==> src/rtl/isu_pkg.sv <==
package isu_pkg;
  localparam int STS_W = 12;
  localparam int THR_W = 5;
  localparam int TX_THR_LSB = 8;
  localparam int RX_THR_LSB = 0;

  localparam int B_TXE = 0;
  localparam int B_TXF = 1;
  localparam int B_TXT = 2;
  localparam int B_RXE = 3;
  localparam int B_RXF = 4;
  localparam int B_RXT = 5;
  localparam int B_BDD = 9;
  localparam int B_PKT = 10;
  localparam int B_ERR = 11;

  localparam logic [STS_W-1:0] IMPL_MASK = 12'hE3F;

  typedef enum logic [1:0] {
    A_STS = 2'd0,
    A_EN  = 2'd1,
    A_SIG = 2'd2,
    A_THR = 2'd3
  } reg_addr_e;
endpackage

==> src/rtl/fifo_event_gen.sv <==
module fifo_event_gen #(
  parameter int DEPTH = 16,
  parameter int LVL_W = 5,
  parameter int THR_W = 5,
  parameter bit IS_TX = 1'b1
) (
  input  logic [LVL_W-1:0] lvl_i,
  input  logic [THR_W-1:0] thr_i,
  output logic             ev_empty_o,
  output logic             ev_full_o,
  output logic             ev_thr_o
);
  localparam int CMP_W = (LVL_W > THR_W) ? LVL_W : THR_W;

  logic [CMP_W-1:0] lvl_x;
  logic [CMP_W-1:0] thr_x;

  assign lvl_x      = CMP_W'(lvl_i);
  assign thr_x      = CMP_W'(thr_i);
  assign ev_empty_o = (lvl_i == '0);
  assign ev_full_o  = (lvl_i == LVL_W'(DEPTH));

  generate
    if (IS_TX) begin : g_tx
      // transmit side wants refill while the level has drained to the mark
      assign ev_thr_o = (lvl_x <= thr_x);
    end else begin : g_rx
      // receive side wants draining once the level has climbed to the mark
      assign ev_thr_o = (lvl_x >= thr_x);
    end
  endgenerate
endmodule

==> src/rtl/sticky_status.sv <==
module sticky_status #(
  parameter int W = 12
) (
  input  logic         clk,
  input  logic         rst_n,
  input  logic [W-1:0] set_i,
  input  logic [W-1:0] clr_i,
  output logic [W-1:0] sts_o
);
  logic [W-1:0] sts_q;

  always_ff @(posedge clk) begin
    if (!rst_n) sts_q <= '0;
    else        sts_q <= (sts_q & ~clr_i) | set_i;  // set dominates clear
  end

  assign sts_o = sts_q;

  generate
    for (genvar i = 0; i < W; i++) begin : g_chk
      // a set flag holds unless a clear is applied
      a_r2_sticky: assert property (@(posedge clk) disable iff (!rst_n)
        (sts_q[i] && !clr_i[i]) |=> sts_q[i]);
      // an event always leaves the flag set, even with a clear
      a_r4_event_wins: assert property (@(posedge clk) disable iff (!rst_n)
        set_i[i] |=> sts_q[i]);
      // a clear without an event empties the flag
      a_r3_clear: assert property (@(posedge clk) disable iff (!rst_n)
        (clr_i[i] && !set_i[i]) |=> !sts_q[i]);
    end
  endgenerate
endmodule

==> src/rtl/irq_gate.sv <==
module irq_gate #(
  parameter int W = 12,
  parameter logic [W-1:0] IMPL = '1
) (
  input  logic         clk,
  input  logic         rst_n,
  input  logic         wr_en_i,
  input  logic         wr_sig_i,
  input  logic [W-1:0] wdata_i,
  input  logic [W-1:0] sts_i,
  output logic [W-1:0] en_o,
  output logic [W-1:0] sig_o,
  output logic         irq_o
);
  logic [W-1:0] en_q;
  logic [W-1:0] sig_q;
  logic         irq_q;

  always_ff @(posedge clk) begin
    if (!rst_n) begin
      en_q  <= '0;
      sig_q <= '0;
      irq_q <= 1'b0;
    end else begin
      if (wr_en_i)  en_q  <= wdata_i & IMPL;
      if (wr_sig_i) sig_q <= wdata_i & IMPL;
      irq_q <= |(sts_i & en_q & sig_q);
    end
  end

  assign en_o  = en_q;
  assign sig_o = sig_q;
  assign irq_o = irq_q;

  // the pin can only be high if status was non-zero the cycle before
  a_r6_irq_needs_status: assert property (@(posedge clk) disable iff (!rst_n)
    irq_q |-> $past(|sts_i));
  // a mask cleared to zero forces the pin low on the next cycle
  a_r6_en_gate: assert property (@(posedge clk) disable iff (!rst_n)
    (en_q == '0) |=> !irq_q);
endmodule

==> src/rtl/irq_status_unit.sv <==
module irq_status_unit #(
  parameter int FIFO_DEPTH = 16,
  parameter int DATA_W     = 32,
  parameter int ADDR_W     = 2,
  parameter int LVL_W      = $clog2(FIFO_DEPTH + 1)
) (
  input  logic              clk,
  input  logic              rst_n,
  input  logic              reg_wr_i,
  input  logic [ADDR_W-1:0] reg_waddr_i,
  input  logic [DATA_W-1:0] reg_wdata_i,
  input  logic [ADDR_W-1:0] reg_raddr_i,
  output logic [DATA_W-1:0] reg_rdata_o,
  input  logic [LVL_W-1:0]  tx_level_i,
  input  logic [LVL_W-1:0]  rx_level_i,
  input  logic              desc_done_i,
  input  logic              pkt_done_i,
  input  logic              dma_err_i,
  input  logic              soft_rst_i,
  output logic              irq_o
);
  import isu_pkg::*;

  localparam int CMP_W = (LVL_W > THR_W) ? LVL_W : THR_W;
  localparam int THR_TOP = TX_THR_LSB + THR_W;

  logic [THR_W-1:0] thr_tx_q, thr_rx_q;
  logic [STS_W-1:0] sts, en_m, sig_m, set_v, clr_v;
  logic tx_e, tx_f, tx_t, rx_e, rx_f, rx_t;
  logic wr_sts, wr_en, wr_sig, wr_thr;
  logic unused_hi;

  assign unused_hi = ^reg_wdata_i[DATA_W-1:THR_TOP];

  assign wr_sts = reg_wr_i && (reg_waddr_i == ADDR_W'(A_STS));
  assign wr_en  = reg_wr_i && (reg_waddr_i == ADDR_W'(A_EN));
  assign wr_sig = reg_wr_i && (reg_waddr_i == ADDR_W'(A_SIG));
  assign wr_thr = reg_wr_i && (reg_waddr_i == ADDR_W'(A_THR));

  always_ff @(posedge clk) begin
    if (!rst_n) begin
      thr_tx_q <= '0;
      thr_rx_q <= '1;
    end else if (wr_thr) begin
      thr_tx_q <= reg_wdata_i[TX_THR_LSB +: THR_W];
      thr_rx_q <= reg_wdata_i[RX_THR_LSB +: THR_W];
    end
  end

  fifo_event_gen #(.DEPTH(FIFO_DEPTH), .LVL_W(LVL_W), .THR_W(THR_W), .IS_TX(1'b1)) i_tx_ev (
    .lvl_i(tx_level_i), .thr_i(thr_tx_q),
    .ev_empty_o(tx_e), .ev_full_o(tx_f), .ev_thr_o(tx_t)
  );

  fifo_event_gen #(.DEPTH(FIFO_DEPTH), .LVL_W(LVL_W), .THR_W(THR_W), .IS_TX(1'b0)) i_rx_ev (
    .lvl_i(rx_level_i), .thr_i(thr_rx_q),
    .ev_empty_o(rx_e), .ev_full_o(rx_f), .ev_thr_o(rx_t)
  );

  always_comb begin
    set_v        = '0;
    set_v[B_TXE] = tx_e | soft_rst_i;
    set_v[B_TXF] = tx_f;
    set_v[B_TXT] = tx_t;
    set_v[B_RXE] = rx_e | soft_rst_i;
    set_v[B_RXF] = rx_f;
    set_v[B_RXT] = rx_t;
    set_v[B_BDD] = desc_done_i;
    set_v[B_PKT] = pkt_done_i;
    set_v[B_ERR] = dma_err_i;
    set_v        = set_v & IMPL_MASK;
  end

  assign clr_v = wr_sts ? (reg_wdata_i[STS_W-1:0] & IMPL_MASK) : '0;

  sticky_status #(.W(STS_W)) i_sts (
    .clk(clk), .rst_n(rst_n), .set_i(set_v), .clr_i(clr_v), .sts_o(sts)
  );

  irq_gate #(.W(STS_W), .IMPL(IMPL_MASK)) i_gate (
    .clk(clk), .rst_n(rst_n), .wr_en_i(wr_en), .wr_sig_i(wr_sig),
    .wdata_i(reg_wdata_i[STS_W-1:0]), .sts_i(sts),
    .en_o(en_m), .sig_o(sig_m), .irq_o(irq_o)
  );

  always_comb begin
    reg_rdata_o = '0;
    case (reg_raddr_i)
      ADDR_W'(A_STS): reg_rdata_o = DATA_W'(sts);
      ADDR_W'(A_EN):  reg_rdata_o = DATA_W'(en_m);
      ADDR_W'(A_SIG): reg_rdata_o = DATA_W'(sig_m);
      default: begin
        reg_rdata_o[TX_THR_LSB +: THR_W] = thr_tx_q;
        reg_rdata_o[RX_THR_LSB +: THR_W] = thr_rx_q;
      end
    endcase
  end

  // a transmit threshold flag only rises after level <= threshold
  a_r9_tx_thr_rise: assert property (@(posedge clk) disable iff (!rst_n)
    $rose(sts[B_TXT]) |-> (CMP_W'($past(tx_level_i)) <= CMP_W'($past(thr_tx_q))));
  // a receive threshold flag only rises after level >= threshold
  a_r9_rx_thr_rise: assert property (@(posedge clk) disable iff (!rst_n)
    $rose(sts[B_RXT]) |-> (CMP_W'($past(rx_level_i)) >= CMP_W'($past(thr_rx_q))));
  // unimplemented positions never hold a one
  a_r12_reserved: assert property (@(posedge clk) disable iff (!rst_n)
    ((sts | en_m | sig_m) & ~IMPL_MASK) == '0);
endmodule

==> config.mk <==
export PLATFORM = sky130hd
export DESIGN_NAME = irq_status_unit
export DESIGN_NICKNAME = d
export VERILOG_FILES = /design/src/rtl/isu_pkg.sv /design/src/rtl/fifo_event_gen.sv /design/src/rtl/sticky_status.sv /design/src/rtl/irq_gate.sv /design/src/rtl/irq_status_unit.sv
export SDC_FILE = /design/constraint.sdc
export NUM_CORES = 1
export LEC_CHECK = 0
export BUFFER_PORTS_ARGS = -buffer_cell sky130_fd_sc_hd__buf_2
export CORE_ASPECT_RATIO = 2
export CORE_MARGIN = 2
export CORE_UTILIZATION = 51
export DETAILED_ROUTE_END_ITERATION = 10
export GPL_ROUTABILITY_DRIVEN = 0
export PLACE_DENSITY = 0.81
export SYNTH_ARGS = -nofsm -noshare
export SYNTH_HDL_FRONTEND = slang
export SYNTH_HIERARCHICAL = 1
export SYNTH_SLANG_ARGS = --single-unit
==> constraint.sdc <==
create_clock -name clk -period 1.7 [get_ports clk]
set_input_delay 0.34 -clock clk [delete_from_list [all_inputs] [get_ports clk]]
set_output_delay 0.34 -clock clk [all_outputs]
set_load 0.01 [all_outputs]
==> impl_metrics.py <==
metrics = {
    "run_status": {
        "outcome": "complete, no violations",
    },
    "yosys": {
        "syn_inst": 257,
        "ys_ff_latch": 41,
        "yosys_most_used_dff": "dfxtp_1",
        "synth.cell_area_um2": 2500,
        "ys_warn_count": 6,
        "ys_types": 36,
        "post-synth-top-count-cell": "dfxtp_1",
        "ys_seq_area_share_pct": 32.8,
        "synthTopCellsByArea": "dfxtp_1 (33%), mux2i_1 (10%), buf_4 (7.8%)",
        "synth_top_cell_area_share_pct": 32.8,
        "synthArstFlopShare_pct": 0,
        "synthTopCellsByCount": "dfxtp_1 (41), nor2b_1 (30), buf_4 (26), mux2i_1 (26), inv_1 (18)",
        "avgSynthCellArea_um2": 9.74,
        "synth_area_leader_cell": "dfxtp_1",
        "synth_edf_count": 0,
    },
    "clocking": {
        "clk_pin_slew_ps": 70,
        "post_cts_buffers": 0,
        "clock_latency_ps": 290,
        "ctsResizeCount": 1,
        "clock-root-buffer": "clkbuf_8",
        "cts_sinks": 41,
        "cts_tree": "built",
        "cts_hold_buf": 0,
        "clockBufferDepth": 2,
        "cts_htree_levels": 2,
        "cts_buffers": 5,
    },
    "drt": {
        "routed_wl_mm": 5.05,
        "avgRoutedWirePerCell_um": 13.7,
        "vias_per_cell": 5.10,
        "dr.pass1.iters": 4,
        "drtIter0Drc": 43,
        "drtAntennaViolNets": 0,
        "drc": 0,
        "num_vias": 1882,
    },
    "global_routing": {
        "grt_max_degree": 29,
        "gr-usage-all-layers_pct": 19.9,
        "grt_pass1_wl_mm": 8.08,
        "antenna_found_initial": 0,
        "gr-total-overflow": 0,
        "grt_pass1_vias": 1817,
    },
    "power": {
        "vdd_drop_max_v": 0.000903,
        "power.density_nw_per_um2": 716,
        "p_leak_nw": 1.33,
        "finalPower_mw": 2.01,
    },
    "sta": {
        "rsz0062_at_grt": "no",
        "tns_ps": 0,
        "whs_ps": 262,
        "setup_viol": 0,
        "skew_ps": 5.07,
        "finalCritPeriodShare_pct": 96.0,
        "min_period_ps": 1630,
        "maxSlewViolCount": 0,
        "hold_viol": 0,
        "fmax_mhz": 612,
        "finalWorstSetupSlack_ps": 67.3,
    },
    "worst_hold_path": {
        "worst_hold_path.endpoint": "i_sts/sts_o[11]",
        "hold_class": "in2reg",
        "holdCritStartpoint": "dma_err_i",
        "min_path_cells": 2,
    },
    "layout": {
        "drive_above_1_share_pct": 23.7,
        "nets": 374,
        "utilization_pct": 58.3,
        "area_delta_synth_final_pct": 12.3,
        "n_antenna_cell": 0,
    },
    "setup_path": {
        "rr_worst_depth": 6,
        "r2r_slack_ps": 260,
        "worstSetupPathType": "reg2out",
        "start_kind": "flop",
        "critPathLaunch": "i_gate/en_o[10]",
        "timing.rr.start": "thr_rx_q[2]",
        "required_ps": 1360,
        "r2r-end": "i_sts/sts_o[5]",
        "end_kind": "primary output",
        "crit_arrival_ps": 1290,
        "path_max_fanout": 3,
    },
    "flow_run": {
        "maxCapViolations": 0,
    },
    "floorplanning": {
        "core_area_um2": 4820,
        "pin_count": 86,
        "rows": 36,
        "fp.dieH_um": 103,
        "die_w_um": 53.5,
        "dieArea_um2": 5520,
        "start_util_pct": 51.9,
    },
    "placement": {
        "post-place-ws_ps": -15.1,
        "dp_hpwl_mm": 3.94,
        "port_buffers": 45,
    },
}
## area by class of cell
type                            instances  area, µm²
Sequential cell                        41        821
Fill cell                             433       2010
Timing Repair Buffer                   55        340
Clock inverter                          2       10.0
Multi-Input combinational cell        190       1430
Inverter                               18       67.6
Clock buffer                            6       72.6
Tap cell                               57       71.3
## power by group
group / switching (mW) / internal [mW] / leakage (nW)
clock: 0.324 / 0.285 / 0.0450
combinational: 0.183 / 0.183 / 0.950
sequential: 0.0325 / 1.00 / 0.336
## kinds of logic after synthesis
family          share of synthesized area (%)
buf+inv                                  14.5
flops                                    32.8
fa+ha+maj                                5.00
compound gates                           8.40
other cells                             0.300
mux                                      19.1
simple gates                             19.9
## flip-flops by register name, indices dropped and copies added, names as in the netlist
signal and cells:
thr_rx_q 5, i_gate/sig_o 9, i_sts/sts_o 12, thr_tx_q 5, i_gate/en_o 9, i_gate/irq_o 1
## how the worst max path moves through the flow
stage,end,slack [ps]
after floorplan,reg_rdata_o[1],270
after global placement,reg_rdata_o[2],-10
after detailed placement,reg_rdata_o[2],-20
after CTS,reg_rdata_o[10],50
after global routing,reg_rdata_o[10],30
final,reg_rdata_o[10],70
## metrics by stage
stage / instances / area [µm²]
3_5_place_dp: 361 / 2730
6_report: 369 / 2810
5_1_grt: 369 / 2810
2_1_floorplan: 286 / 2610
3_3_place_gp: 361 / 2730
4_1_cts: 369 / 2810
## worst max-delay path, stage by stage, from the launching register on
cell and delay, ps:
dfxtp_1 320, mux4_1 530, buf_2 160
## routing by layer
| metal | vias to the layer above | track usage [%] | routed length [µm] |
|---|---|---|---|
| met3 | 4 | 3.33 | 192 |
| met5 | - | 0 | 0 |
| met2 | 51 | 34.9 | 2750 |
| met1 | 883 | 23.5 | 2060 |
| met4 | 0 | 7.10 | 44 |
| li1 | 944 | - | - |
## cell usage in the layout, fill, tap and decap left out, drive strengths merged
cell type,synthesis,routed
ha,10,10
nand3,10,10
clkinv,0,2
or2,2,2
o31a,1,1
nor4bb,1,1
and3,2,2
nor2b,30,30
a31oi,1,1
nand2b,1,1
nand2,14,14
clkbuf,1,6
nor3b,1,1
a21o,1,1
o2bb2ai,3,3
conb,2,31
o221ai,1,1
buf,36,55
and2b,1,1
o211ai,5,5
nor2,5,5
mux2i,26,26
mux4,9,9
dfxtp,41,41
or4,2,2
nand4,7,7
and3b,1,1
and2,8,8
inv,18,18
o21ai,2,2
a21oi,3,3
o21a,12,12
No activity file was read; power rests on OpenSTA's default activity.
